### src/rtl/cce_pkg.sv
package cce_pkg;
  localparam int ST_DONE = 0;
  localparam int ST_FAIL = 1;
  localparam int ST_DENY = 2;
  localparam int ST_DROP = 3;

  typedef enum logic [2:0] {
    RES_PEND    = 3'd0,
    RES_OK      = 3'd1,
    RES_DENIED  = 3'd2,
    RES_FAILED  = 3'd3,
    RES_DROPPED = 3'd4
  } result_e;

  typedef struct packed {
    logic        valid;
    logic        is_read;
    logic [4:0]  op;
    logic [3:0]  sid;
    logic [15:0] addr;
    logic [2:0]  len;
  } cmd_t;
endpackage

### src/rtl/cce_cmd_decode.sv
module cce_cmd_decode
  import cce_pkg::*;
(
  input  logic [31:0] word,
  output cmd_t        cmd
);
  logic [4:0] field;
  logic       nodata;
  logic       unused_bits;

  assign field       = word[31:27];
  assign nodata      = word[26];
  assign unused_bits = ^{word[25:24], word[3]};

  always_comb begin
    cmd         = '0;
    cmd.sid     = word[23:20];
    cmd.addr    = word[19:4];
    cmd.len     = word[2:0];
    if (nodata) begin
      cmd.op    = {2'b00, field[2:0]};
      cmd.addr  = '0;
      cmd.len   = '0;
      cmd.valid = (field[4:3] == 2'b01) && (field[2:0] >= 3'd3) && (field[2:0] <= 3'd6);
    end else begin
      cmd.op = field;
      case (field)
        5'd0, 5'd2, 5'd14, 5'd16: cmd.valid = 1'b1;
        5'd1, 5'd13, 5'd15: begin
          cmd.valid   = 1'b1;
          cmd.is_read = 1'b1;
        end
        default: cmd.valid = 1'b0;
      endcase
    end
  end
endmodule

### src/rtl/cce_seq.sv
module cce_seq
  import cce_pkg::*;
#(
  parameter int TIMEOUT_CYC = 64,
  parameter int DATA_BYTES  = 8
) (
  input  logic                      clk,
  input  logic                      rst,
  input  logic                      cmd_we,
  input  cmd_t                      cmd,
  input  logic [DATA_BYTES*8-1:0]   wdata,
  output logic                      req_valid,
  input  logic                      req_ready,
  output logic [4:0]                req_op,
  output logic [3:0]                req_sid,
  output logic [15:0]               req_addr,
  output logic [2:0]                req_len,
  output logic [DATA_BYTES*8-1:0]   req_wdata,
  input  logic                      rsp_valid,
  input  logic [1:0]                rsp_code,
  input  logic [DATA_BYTES*8-1:0]   rsp_rdata,
  output logic [3:0]                status,
  output logic [DATA_BYTES*8-1:0]   rdata,
  output logic                      busy
);
  localparam int CNT_W = $clog2(TIMEOUT_CYC + 1);
  localparam logic [CNT_W-1:0] CNT_LAST = CNT_W'(TIMEOUT_CYC - 1);

  typedef enum logic [1:0] {S_IDLE, S_REQ, S_WAIT} state_e;
  state_e           state;
  logic [CNT_W-1:0] cnt;
  logic             is_read;
  logic             expired;
  logic [DATA_BYTES*8-1:0] masked;

  assign busy    = (state != S_IDLE);
  assign expired = (cnt == CNT_LAST);

  always_comb begin
    for (int b = 0; b < DATA_BYTES; b++)
      masked[b*8 +: 8] = (b <= int'(req_len)) ? rsp_rdata[b*8 +: 8] : 8'h00;
  end

  always_ff @(posedge clk) begin
    if (rst) begin
      state     <= S_IDLE;
      status    <= '0;
      rdata     <= '0;
      req_valid <= 1'b0;
      req_op    <= '0;
      req_sid   <= '0;
      req_addr  <= '0;
      req_len   <= '0;
      req_wdata <= '0;
      is_read   <= 1'b0;
      cnt       <= '0;
    end else begin
      case (state)
        S_IDLE: if (cmd_we) begin
          cnt <= '0;
          if (cmd.valid) begin
            status    <= '0;
            req_valid <= 1'b1;
            req_op    <= cmd.op;
            req_sid   <= cmd.sid;
            req_addr  <= cmd.addr;
            req_len   <= cmd.len;
            req_wdata <= wdata;
            is_read   <= cmd.is_read;
            state     <= S_REQ;
          end else begin
            status <= 4'b0011;
          end
        end
        S_REQ: begin
          cnt <= cnt + 1'b1;
          if (req_ready) begin
            req_valid <= 1'b0;
            state     <= S_WAIT;
          end else if (expired) begin
            req_valid <= 1'b0;
            status    <= 4'b1001;
            state     <= S_IDLE;
          end
        end
        S_WAIT: begin
          cnt <= cnt + 1'b1;
          if (rsp_valid) begin
            status <= {1'b0, rsp_code[1], rsp_code[0], 1'b1};
            if (is_read && rsp_code == 2'd0) rdata <= masked;
            state <= S_IDLE;
          end else if (expired) begin
            status <= 4'b1001;
            state  <= S_IDLE;
          end
        end
        default: state <= S_IDLE;
      endcase
    end
  end

  AST_REQ_HOLD: assert property (@(posedge clk) disable iff (rst)
    req_valid && !req_ready && !expired |=> req_valid && $stable(req_op) && $stable(req_addr)
      && $stable(req_sid) && $stable(req_len));
  AST_BUSY_CMD_IGNORED: assert property (@(posedge clk) disable iff (rst)
    busy && cmd_we |=> $stable(req_op) && $stable(req_addr) && $stable(req_wdata));
  AST_ERR_NEEDS_DONE: assert property (@(posedge clk) disable iff (rst)
    (|status[3:1]) |-> status[ST_DONE]);
  AST_BUSY_STATUS_CLEAR: assert property (@(posedge clk) disable iff (rst)
    busy |-> status == 4'b0000);
  AST_REQ_ONLY_BUSY: assert property (@(posedge clk) disable iff (rst)
    req_valid |-> busy);
endmodule

### src/rtl/cce_outcome.sv
module cce_outcome
  import cce_pkg::*;
(
  input  logic       clk,
  input  logic       rst,
  input  logic [3:0] status,
  output result_e    result
);
  always_ff @(posedge clk) begin
    if (rst)                  result <= RES_PEND;
    else if (!status[ST_DONE]) result <= RES_PEND;
    else if (status[ST_DENY])  result <= RES_DENIED;
    else if (status[ST_FAIL])  result <= RES_FAILED;
    else if (status[ST_DROP])  result <= RES_DROPPED;
    else                       result <= RES_OK;
  end

  AST_DENY_WINS: assert property (@(posedge clk) disable iff (rst)
    status[ST_DONE] && status[ST_DENY] |=> result == RES_DENIED);
  AST_PEND_NOT_DONE: assert property (@(posedge clk) disable iff (rst)
    !status[ST_DONE] |=> result == RES_PEND);
endmodule

### src/rtl/cmd_chan_engine.sv
module cmd_chan_engine
  import cce_pkg::*;
#(
  parameter int TIMEOUT_CYC = 64
) (
  input  logic        clk,
  input  logic        rst,
  input  logic        host_we,
  input  logic [4:0]  host_addr,
  input  logic [31:0] host_wdata,
  output logic [31:0] host_rdata,
  output logic        busy,
  output logic [2:0]  result,
  output logic        bus_req_valid,
  input  logic        bus_req_ready,
  output logic [4:0]  bus_req_op,
  output logic [3:0]  bus_req_sid,
  output logic [15:0] bus_req_addr,
  output logic [2:0]  bus_req_len,
  output logic [63:0] bus_req_wdata,
  input  logic        bus_rsp_valid,
  input  logic [1:0]  bus_rsp_code,
  input  logic [63:0] bus_rsp_rdata
);
  localparam logic [4:0] A_CMD = 5'h00, A_CFG = 5'h04, A_STS = 5'h08,
                         A_WD0 = 5'h10, A_WD1 = 5'h14, A_RD0 = 5'h18, A_RD1 = 5'h1C;

  logic [31:0] cmd_q, wd0_q, wd1_q;
  logic        cmd_we;
  cmd_t        cmd;
  logic [3:0]  status;
  logic [63:0] rdata;
  result_e     res;

  assign cmd_we = host_we && (host_addr == A_CMD);
  assign result = res;

  always_ff @(posedge clk) begin
    if (rst) begin
      cmd_q <= '0;
      wd0_q <= '0;
      wd1_q <= '0;
    end else if (host_we) begin
      if (host_addr == A_CMD && !busy) cmd_q <= host_wdata;
      if (host_addr == A_WD0)          wd0_q <= host_wdata;
      if (host_addr == A_WD1)          wd1_q <= host_wdata;
    end
  end

  always_ff @(posedge clk) begin
    if (rst) host_rdata <= '0;
    else begin
      case (host_addr)
        A_CMD:   host_rdata <= cmd_q;
        A_CFG:   host_rdata <= '0;
        A_STS:   host_rdata <= {28'd0, status};
        A_WD0:   host_rdata <= wd0_q;
        A_WD1:   host_rdata <= wd1_q;
        A_RD0:   host_rdata <= rdata[31:0];
        A_RD1:   host_rdata <= rdata[63:32];
        default: host_rdata <= '0;
      endcase
    end
  end

  cce_cmd_decode u_dec (.word(host_wdata), .cmd(cmd));

  cce_seq #(.TIMEOUT_CYC(TIMEOUT_CYC), .DATA_BYTES(8)) u_seq (
    .clk(clk), .rst(rst), .cmd_we(cmd_we), .cmd(cmd), .wdata({wd1_q, wd0_q}),
    .req_valid(bus_req_valid), .req_ready(bus_req_ready), .req_op(bus_req_op),
    .req_sid(bus_req_sid), .req_addr(bus_req_addr), .req_len(bus_req_len),
    .req_wdata(bus_req_wdata), .rsp_valid(bus_rsp_valid), .rsp_code(bus_rsp_code),
    .rsp_rdata(bus_rsp_rdata), .status(status), .rdata(rdata), .busy(busy));

  cce_outcome u_out (.clk(clk), .rst(rst), .status(status), .result(res));
endmodule

### config.mk
export PLATFORM = sky130hd
export DESIGN_NAME = cmd_chan_engine
export DESIGN_NICKNAME = d
export VERILOG_FILES = /design/src/rtl/cce_pkg.sv /design/src/rtl/cce_cmd_decode.sv /design/src/rtl/cce_seq.sv /design/src/rtl/cce_outcome.sv /design/src/rtl/cmd_chan_engine.sv
export SDC_FILE = /design/constraint.sdc
export NUM_CORES = 1
export LEC_CHECK = 0
export BUFFER_PORTS_ARGS = -buffer_cell sky130_fd_sc_hd__buf_2
export CORE_AREA = 2 2 177 127
export DETAILED_ROUTE_END_ITERATION = 10
export DIE_AREA = 0 0 179 129
export GPL_TIMING_DRIVEN = 0
export PLACE_DENSITY_LB_ADDON = 0.08
export SETUP_SLACK_MARGIN = 0.4
export SYNTH_ARGS = -nofsm -noshare
export SYNTH_HDL_FRONTEND = slang
export SYNTH_SLANG_ARGS = --single-unit
### constraint.sdc
create_clock -name clk -period 2.6 [get_ports clk]
set_input_delay 0.39 -clock clk [delete_from_list [all_inputs] [get_ports clk]]
set_output_delay 0.39 -clock clk [all_outputs]
set_load 0.02 [all_outputs]
==> results of run 1 <==
-- layout by cell type (no fill, tap or decap), types with 6 or more instances in the layout --
cell	n
a21oi_1	277
a22oi_1	38
clkbuf_16	29
dfxtp_1	302
a22o_1	17
clkbuf_8	6
nand3_1	60
o21ai_0	6
clkbuf_1	80
nor3_1	11
a222oi_1	28
nor2_1	16
clkinv_2	6
nand2_1	424
clkbuf_2	19
buf_2	243
-- metal layers --
metal | routed length, µm | part of all wire, % | vias up
met1 | 16770 | 43 | 5344
met5 | 0 | 0 | -
met2 | 16560 | 42 | 671
li1 | - | - | 5316
met3 | 4919 | 12 | 84
met4 | 1116 | 2.8 | 0
-- worst register-to-register path: cells and delay by family, from the launching register on --
family                   cells  cell delay [ps]
adder cells (fa/ha/maj)      1              190
flip-flops                   1              380
AND/OR/NAND/NOR              2              370
AO/OA/AOI/OAI                2              280
buffers and inverters        5              840
-- registers in the layout (all words and copies together), names as in the netlist, 4 cells and up --
| register | flops |
|---|---|
| cmd_q | 32 |
| u_seq.req_sid | 4 |
| host_rdata | 32 |
| wd0_q | 32 |
| u_seq.cnt | 7 |
| u_seq.req_addr | 16 |
| wd1_q | 32 |
| u_seq.req_op | 5 |
| u_seq.status | 4 |
| u_seq.rdata | 64 |
| u_seq.req_wdata | 64 |
-- what timing repair did --
action | 4_1_cts | 5_1_grt
gates cloned | 0 | 0
hold buffers | 0 | 0
setup endpoints to repair | 194 | 161
setup buffers | 3 | 1
pin swaps | 2 | 1
hold endpoints to repair | 0 | 0
resized for setup | 17 | 30
-- stage by stage --
step / area, µm² / worst slack (ps) / hold WS, ps
2_1_floorplan: 11370 / 513.5 / 431.3
3_3_place_gp: 12890 / -527.5 / 438.2
3_5_place_dp: 12890 / -533.8 / 443.0
4_1_cts: 13960 / 423.2 / 72.50
5_1_grt: 14030 / 389.0 / 85.18
6_report: 14030 / 486.2 / 83.27
-- cell families after synthesis --
kind of cell / Yosys count
and+or+nand+nor: 559
AOI/OAI and AO/OA: 394
DFF: 302
buffers and inverters: 122
adders and majority gates: 6
xor gates and xnor gates: 1
muxes: 1
-- power by group through the flow --
stage / clock, W / sequential [W] / combinational (W)
6_report: 0.00445 / 0.00465 / 0.000366
5_1_grt: 0.00467 / 0.00465 / 0.000383
4_1_cts: 0.00447 / 0.00465 / 0.000352
3_5_place_dp: 0 / 0.00475 / 0.000348
3_3_place_gp: 0 / 0.00475 / 0.000347
2_1_floorplan: 0 / 0.00475 / 0.000139
-- final cells by class --
cell class | count | area, µm² | share of cell area, %
Multi-Input combinational cell | 961 | 4843 | 34.52
Buffer | 115 | 549.3 | 3.915
Clock buffer | 42 | 834.6 | 5.948
Inverter | 7 | 26.28 | 0.1873
Antenna cell | 2 | 5.005 | 0.03567
Timing Repair Buffer | 236 | 1204 | 8.579
Tap cell | 282 | 352.8 | 2.515
Clock inverter | 12 | 170.2 | 1.213
Sequential cell | 302 | 6046 | 43.09
-- cells in the mapped netlist (2+ instances only) --
library cell	number	area [µm²]
buf_2	14	70.07
o21ai_0	6	30.03
and2_0	2	12.51
nor2b_1	3	18.77
nand2b_1	2	12.51
nor3b_2	2	25.02
and3_1	5	31.28
a21oi_1	277	1386
dfxtp_1	302	6046
nor2_1	16	60.06
a222oi_1	28	280.3
o32ai_1	2	17.52
inv_1	7	26.28
o211ai_1	2	15.01
ha_1	5	62.56
nor3b_1	4	30.03
a32oi_1	4	35.03
o31ai_1	2	15.01
a22o_1	17	148.9
clkbuf_1	93	349.1
nor3_1	12	60.06
nand3_1	62	310.3
buf_4	2	15.01
or3_1	4	25.02
and2_1	5	31.28
a211oi_1	2	15.01
a22oi_1	38	285.3
nand4_1	2	12.51
a21o_1	3	22.52
a31oi_1	5	31.28
nand2_1	424	1592
buf_6	5	56.30
o31a_1	2	17.52
nor4_1	2	12.51
nand3b_1	5	37.54
-- worst max-delay path by stage --
stage / end / slack [ps] / depth (start not counted) / startpoint
final: u_seq.req_addr[8]$_SDFFE_PP0P_ / 490 / 10 / u_seq.state[0]$_SDFFE_PP0P_
after global routing: u_seq.req_wdata[63]$_SDFFE_PP0P_ / 390 / 10 / u_seq.state[1]$_SDFFE_PP0P_
after CTS: u_seq.rdata[27]$_SDFFE_PP0P_ / 420 / 7 / u_seq.state[0]$_SDFFE_PP0P_
after detailed placement: u_seq.req_wdata[1]$_SDFFE_PP0P_ / -530 / 7 / host_wdata[26]
after global placement: u_seq.req_wdata[1]$_SDFFE_PP0P_ / -530 / 7 / host_wdata[26]
after floorplan: u_seq.req_len[1]$_SDFFE_PP0P_ / 510 / 10 / u_seq.state[0]$_SDFFE_PP0P_
==> summary.txt, run 1 <==
DR vias - 11420
GRT Overall Usage - 33.10%
Leak - 5.196 nW
unrepaired setup endpoints after global routing - yes
Worst-path clk slew - 60 ps
hold path startpoint - bus_rsp_rdata[5]
Power Internal - 0.007370 W
Crit Path Max Fanout - 10
fraction of layout cells with a size suffix above 1 - 20.36%
CP arrival - 2610 ps
GR Layer Usage met1 - 47.05%
Final Net Count - 1765
Post-synth EDFFs - 0
Worst Tran Pin Value - 863.6 ps
PwrDens - 674.6 nW/µm²
max incr delay on CP - 380 ps
Initial Utilization - 53.30%
Period minus WS final - 2114 ps
final core utilization - 65.75%
main combinational cell family by area after synthesis - simple AND/OR/NAND/NOR gates
Ports - 237
Pre-antenna DRT Iters - 7
antenna violations before repair - 2
Netlist cell types - 54
Compound-Gate Fraction of Synth Area - 20.66%
Hold Path Sink - u_seq.rdata[5]$_SDFFE_PP0P_
pin count of the biggest net entering global routing - 15
synth warn - 0
CTS tree - yes
Slew Limit Fails - 0
Final ANT Viol Nets - 0
Port Buffers - 232
most used routing layer - met2
Reg power frac - 49.1%
XOR/XNOR Fraction of Synth Area - 0.07700%
DR iter-0 viols - 1288
setup_tns - 0 ps
CTS Root Cell - clkbuf_16
Post-Synth Adder-Cell Area - 0.6380%
CP endpoint kind - flop
Slew headroom - 42.43%
reg2reg start - u_seq.state[0]$_SDFFE_PP0P_
dominant register cell in the synthesized netlist - dfxtp_1
DRC errors left - 0
HPWL after DPL - 28180 µm
maxcap violations - 0
min-delay worst type - input port to flop
Total Power - 0.009466 W
gr ovfl total - 0
switching power - 0.002096 W
Mean Syn Cell Area - 8.213 µm²
CP top delay family - buffers and inverters
clock network power share - 47.0%
clk_skew - 8.796 ps
CP max stage cell - dfxtp_1
area grow syn2layout - 23.35%
Hold Crit Depth - 3
CP startpoint kind - flop
Layout Cells excl Fill - 1959
Clock Sinks - 302
Hold Fails Final Rpt - 0
GRT met2 Usage - 49.48%
Filler cells - 1912
status - finished, final reports clean
Crit Path Class - flop to flop
period utilization - 81.30%
buffers and inverters on the worst path - 5
DIE AREA - 23090 µm²
core footprint - 21340 µm²
met3 layer usage reported by global route - 8.540%
Synth async-reset ratio - 0%
Synth Instances - 1385
Critical R2R Capture - u_seq.req_addr[8]$_SDFFE_PP0P_
Req. time, crit path - 3090 ps
Comb power frac - 3.9%
Skew-Pair Late Insertion Delay - 550 ps
Yosys reg bits - 302
Net Sw Frac - 22.14%
die height - 129 µm
Critical Path Most Common Cell - inv_2
total routed wirelength - 39370 µm
reg2reg setup slack - 490 ps
H-tree levels - 1
synthesized cell area - 11370 µm²
critical-path cell list - inv_2 > ha_1 > clkbuf_4 > inv_2 > nor3_4 > o31a_1 > buf_4 > nor2_4 > buf_2 > a22o_1
mux share of post-synthesis cell area - 0.09900%
routability-driven placement congestion ratio - 0.9062
Rows - 45
first-pass GRT wire length - 58010 µm
R2R depth - 10
vias in the first global route - 10250
sequential share of the synthesized area - 53.15%
syn_nets - 1498
TritonCTS buffer count - 29
simple-gate area share of the yosys netlist - 20.80%
DR WL/cell - 20.09 µm
buffers from clock root to sink, at most - 3
placed insts - 1899
die span in x - 179 µm
vias per cell - 5.827
final setup vio count - 0
FMAX - 0.4731 GHz
peak supply drop - 0.0004707 V
Note: power is estimated with default switching activity, not from simulation.
==> run 2, diff against run 1 <==
--- a/config.mk
+++ b/config.mk
@@ -6,9 +6,9 @@
 export NUM_CORES = 1
 export LEC_CHECK = 0
 export BUFFER_PORTS_ARGS = -buffer_cell sky130_fd_sc_hd__buf_2
-export CORE_AREA = 2 2 177 127
+export CORE_AREA = 2 2 186 133
 export DETAILED_ROUTE_END_ITERATION = 10
-export DIE_AREA = 0 0 179 129
+export DIE_AREA = 0 0 188 135
 export GPL_TIMING_DRIVEN = 0
 export PLACE_DENSITY_LB_ADDON = 0.08
 export SETUP_SLACK_MARGIN = 0.4
==> constraint.sdc (replaced) <==
create_clock -name clk -period 1.92 [get_ports clk]
set_input_delay 0.288 -clock clk [delete_from_list [all_inputs] [get_ports clk]]
set_output_delay 0.288 -clock clk [all_outputs]
set_load 0.02 [all_outputs]
==> run 2 against run 1 <==
The run now ends with hold timing left. Wire length is 7.9% higher. Via count is 2.7% higher. Critical path depth is 1 higher. Largest power group unchanged. Die area is 9.9% higher. Clock power is 38% higher. Non-clock buffer count is 67 higher. Register-to-register slack worse by 410 ps. Setup slack worse by 410 ps. Critical path type unchanged. Clock skew is 6.1 ps higher. First-iteration DRC count is 1.2% lower. Sequential share of layout area is 3.9 points lower.
==> summary.txt, run 2 (synthesis gave the netlist of run 1 again) <==
pin count of the biggest net entering global routing - 15 (unchanged)
clk_skew - 14.87 ps (+6.074 ps)
period utilization - 96.01% (+15 points)
unrepaired setup endpoints after global routing - yes
Port Buffers - 232 (unchanged)
setup_tns - 0 ps (unchanged)
final setup vio count - 0 (unchanged)
area of the multi-input gates - 5177 µm² (+6.9%)
Net Sw Frac - 22.34% (+0.20 points)
FF/Latch Area - 6048 µm² (about the same)
max incr delay on CP - 340 ps (-40 ps)
CTS tree - yes
placed insts - 1935 (+1.9%)
CP endpoint kind - flop
min-delay worst type - input port to flop
DR vias - 11730 (+2.7%)
switching power - 0.002913 W (+39%)
area grow syn2layout - 35.82%
Total Power - 0.01304 W (+38%)
Reg power frac - 48.3% (-0.8 points)
DRC errors left - 0 (unchanged)
Final ANT Viol Nets - 0 (unchanged)
Worst Tran Pin Value - 767.5 ps (-96.10 ps)
core footprint - 23460 µm² (+10%)
Initial Utilization - 48.48% (-4.8 points)
total routed wirelength - 42470 µm (+7.9%)
die height - 135 µm (+4.7%)
buffers from clock root to sink, at most - 3 (unchanged)
Slew headroom - 48.83% (+6.4 points)
Skew-Pair Late Insertion Delay - 560 ps (about the same)
Placed Instance Area - 13040 µm² (+1.2%)
vias per cell - 5.688 (-2.4%)
fraction of layout cells with a size suffix above 1 - 26.87% (+6.5 points)
Hold Fails Final Rpt - 1 (+1)
Final Net Count - 1832 (+3.8%)
biggest regs - u_seq.rdata: 64 flops, u_seq.req_wdata: 64 flops
antenna violations before repair - 3 (+1)
CTS Root Cell - clkbuf_16
Req. time, crit path - 2400 ps (-690 ps)
clock network power share - 47.1% (about the same)
Crit Path Class - flop to flop
Comb power frac - 4.6% (+0.7 points)
routability-driven placement congestion ratio - 0.8805 (-2.8%)
Pre-antenna DRT Iters - 6 (-1)
PwrDens - 844.0 nW/µm² (+25%)
TritonCTS buffer count - 29 (unchanged)
DR WL/cell - 20.60 µm (+2.5%)
vias in the first global route - 10770 (+5.0%)
Final Instance Area - 15450 µm² (+10%)
Crit Path Max Fanout - 9 (-1)
FMAX - 0.5425 GHz (+15%)
Slew Limit Fails - 0 (unchanged)
maxcap violations - 0 (unchanged)
GRT Overall Usage - 31.84% (-1.3 points)
most frequent cells in the layout - nand2_1 (409), dfxtp_1 (300), a21oi_1 (251)
DIE AREA - 25380 µm² (+9.9%)
first-pass GRT wire length - 61950 µm (+6.8%)
HPWL after DPL - 29130 µm (+3.4%)
Leak - 5.970 nW (+15%)
Period minus WS final - 1843 ps (-270.4 ps)
status - finished with violations
Layout Cells excl Fill - 2062 (+5.3%)
die span in x - 188 µm (+5.0%)
Filler cells - 2026 (+6.0%)
DR iter-0 viols - 1272 (-1.2%)
gr ovfl total - 0 (unchanged)
H-tree levels - 1 (unchanged)
hold slack - -4.860 ps (-88.13 ps)
Power Internal - 0.01013 W (+37%)
peak supply drop - 0.0006816 V (+45%)
failing checks - hold timing
CP arrival - 2320 ps (-290 ps)
Worst-path clk slew - 70 ps (about the same)
critical-path cell list - inv_2 > ha_4 > buf_8 > inv_6 > nor3_4 > o31a_1 > buf_6 > buf_12 > clkbuf_16 > nand2_1 > a21oi_1
Clock Sinks - 302 (unchanged)
CP max stage cell - dfxtp_2
CP startpoint kind - flop
Ports - 237 (unchanged)
Rows - 47 (+4.4%)
most common cell after layout, fill and taps aside - nand2_1
run 2: worst paths after layout:
| check | from | end | slack, ps | cells past startpoint |
|---|---|---|---|---|
| setup / recovery | u_seq.state[1]$_SDFFE_PP0P_ | u_seq.req_wdata[53]$_SDFFE_PP0P_ | 80 | 11 |
| hold / removal | bus_rsp_rdata[0] | u_seq.rdata[0]$_SDFFE_PP0P_ | -5 | 3 |
| setup reg to reg | u_seq.state[1]$_SDFFE_PP0P_ | u_seq.req_wdata[53]$_SDFFE_PP0P_ | 80 | 11 |
| hold reg to reg | u_seq.req_wdata[8]$_SDFFE_PP0P_ | u_seq.req_wdata[8]$_SDFFE_PP0P_ | 450 | 2 |
run 2: worst max-delay path, delay by kind of cell, from the launching register on:
family / cells / cell delay (ps)
fa+ha+maj: 1 / 140
simple gates: 2 / 210
compound gates: 2 / 300
buf+inv: 6 / 780
flops: 1 / 340
run 2: timing repair:
item / 4_1_cts / 5_1_grt
buffers inserted: 18 / 13
cloned: 4 / 3
hold buffers: 32 / 1
resized for setup: 109 / 103
pin swaps: 15 / 22
hold endpoints to repair: 32 / 1
setup endpoints to repair: 303 / 303
run 2: per-stage QoR:
step / setup slack [ps] / util (%) / hold WS [ps]
floorplan: 18.45 / - / 420.7
global placement: -1100 / 55.56 / 437.9
detailed placement: -1141 / 55.56 / 442.9
CTS: 51.78 / 63.82 / 1.324
global route: 8.711 / 65.84 / 3.375
finish: 76.64 / 65.84 / -4.860
run 2: final cells by class:
cell class                 count  area share [%]
inverter                       7          0.2187
buffer                       115           5.507
timing repair buffer         303           12.42
antenna                        2         0.03240
clock buffer                  39           5.264
clock inverter                15           1.320
sequential                   302           39.15
multi-input combinational    961           33.51
tap                          318           2.576
run 2: power groups by stage:
stage | clock network, W | registers, W | logic, W
CTS | 0.00616 | 0.00629 | 0.000561
global route | 0.00644 | 0.00629 | 0.000628
detailed placement | 0 | 0.00643 | 0.000486
global placement | 0 | 0.00643 | 0.000485
finish | 0.00614 | 0.00629 | 0.000603
floorplan | 0 | 0.00643 | 0.000195
run 2: routing by layer:
| layer | part of all wire, % | vias up | global-route usage, % |
|---|---|---|---|
| met1 | 43 | 5537 | 45.68 |
| met3 | 11 | 75 | 6.913 |
| met2 | 43 | 643 | 48.18 |
| li1 | - | 5471 | - |
| met5 | 0.15 | - | 1.731 |
| met4 | 2.3 | 2 | 8.880 |
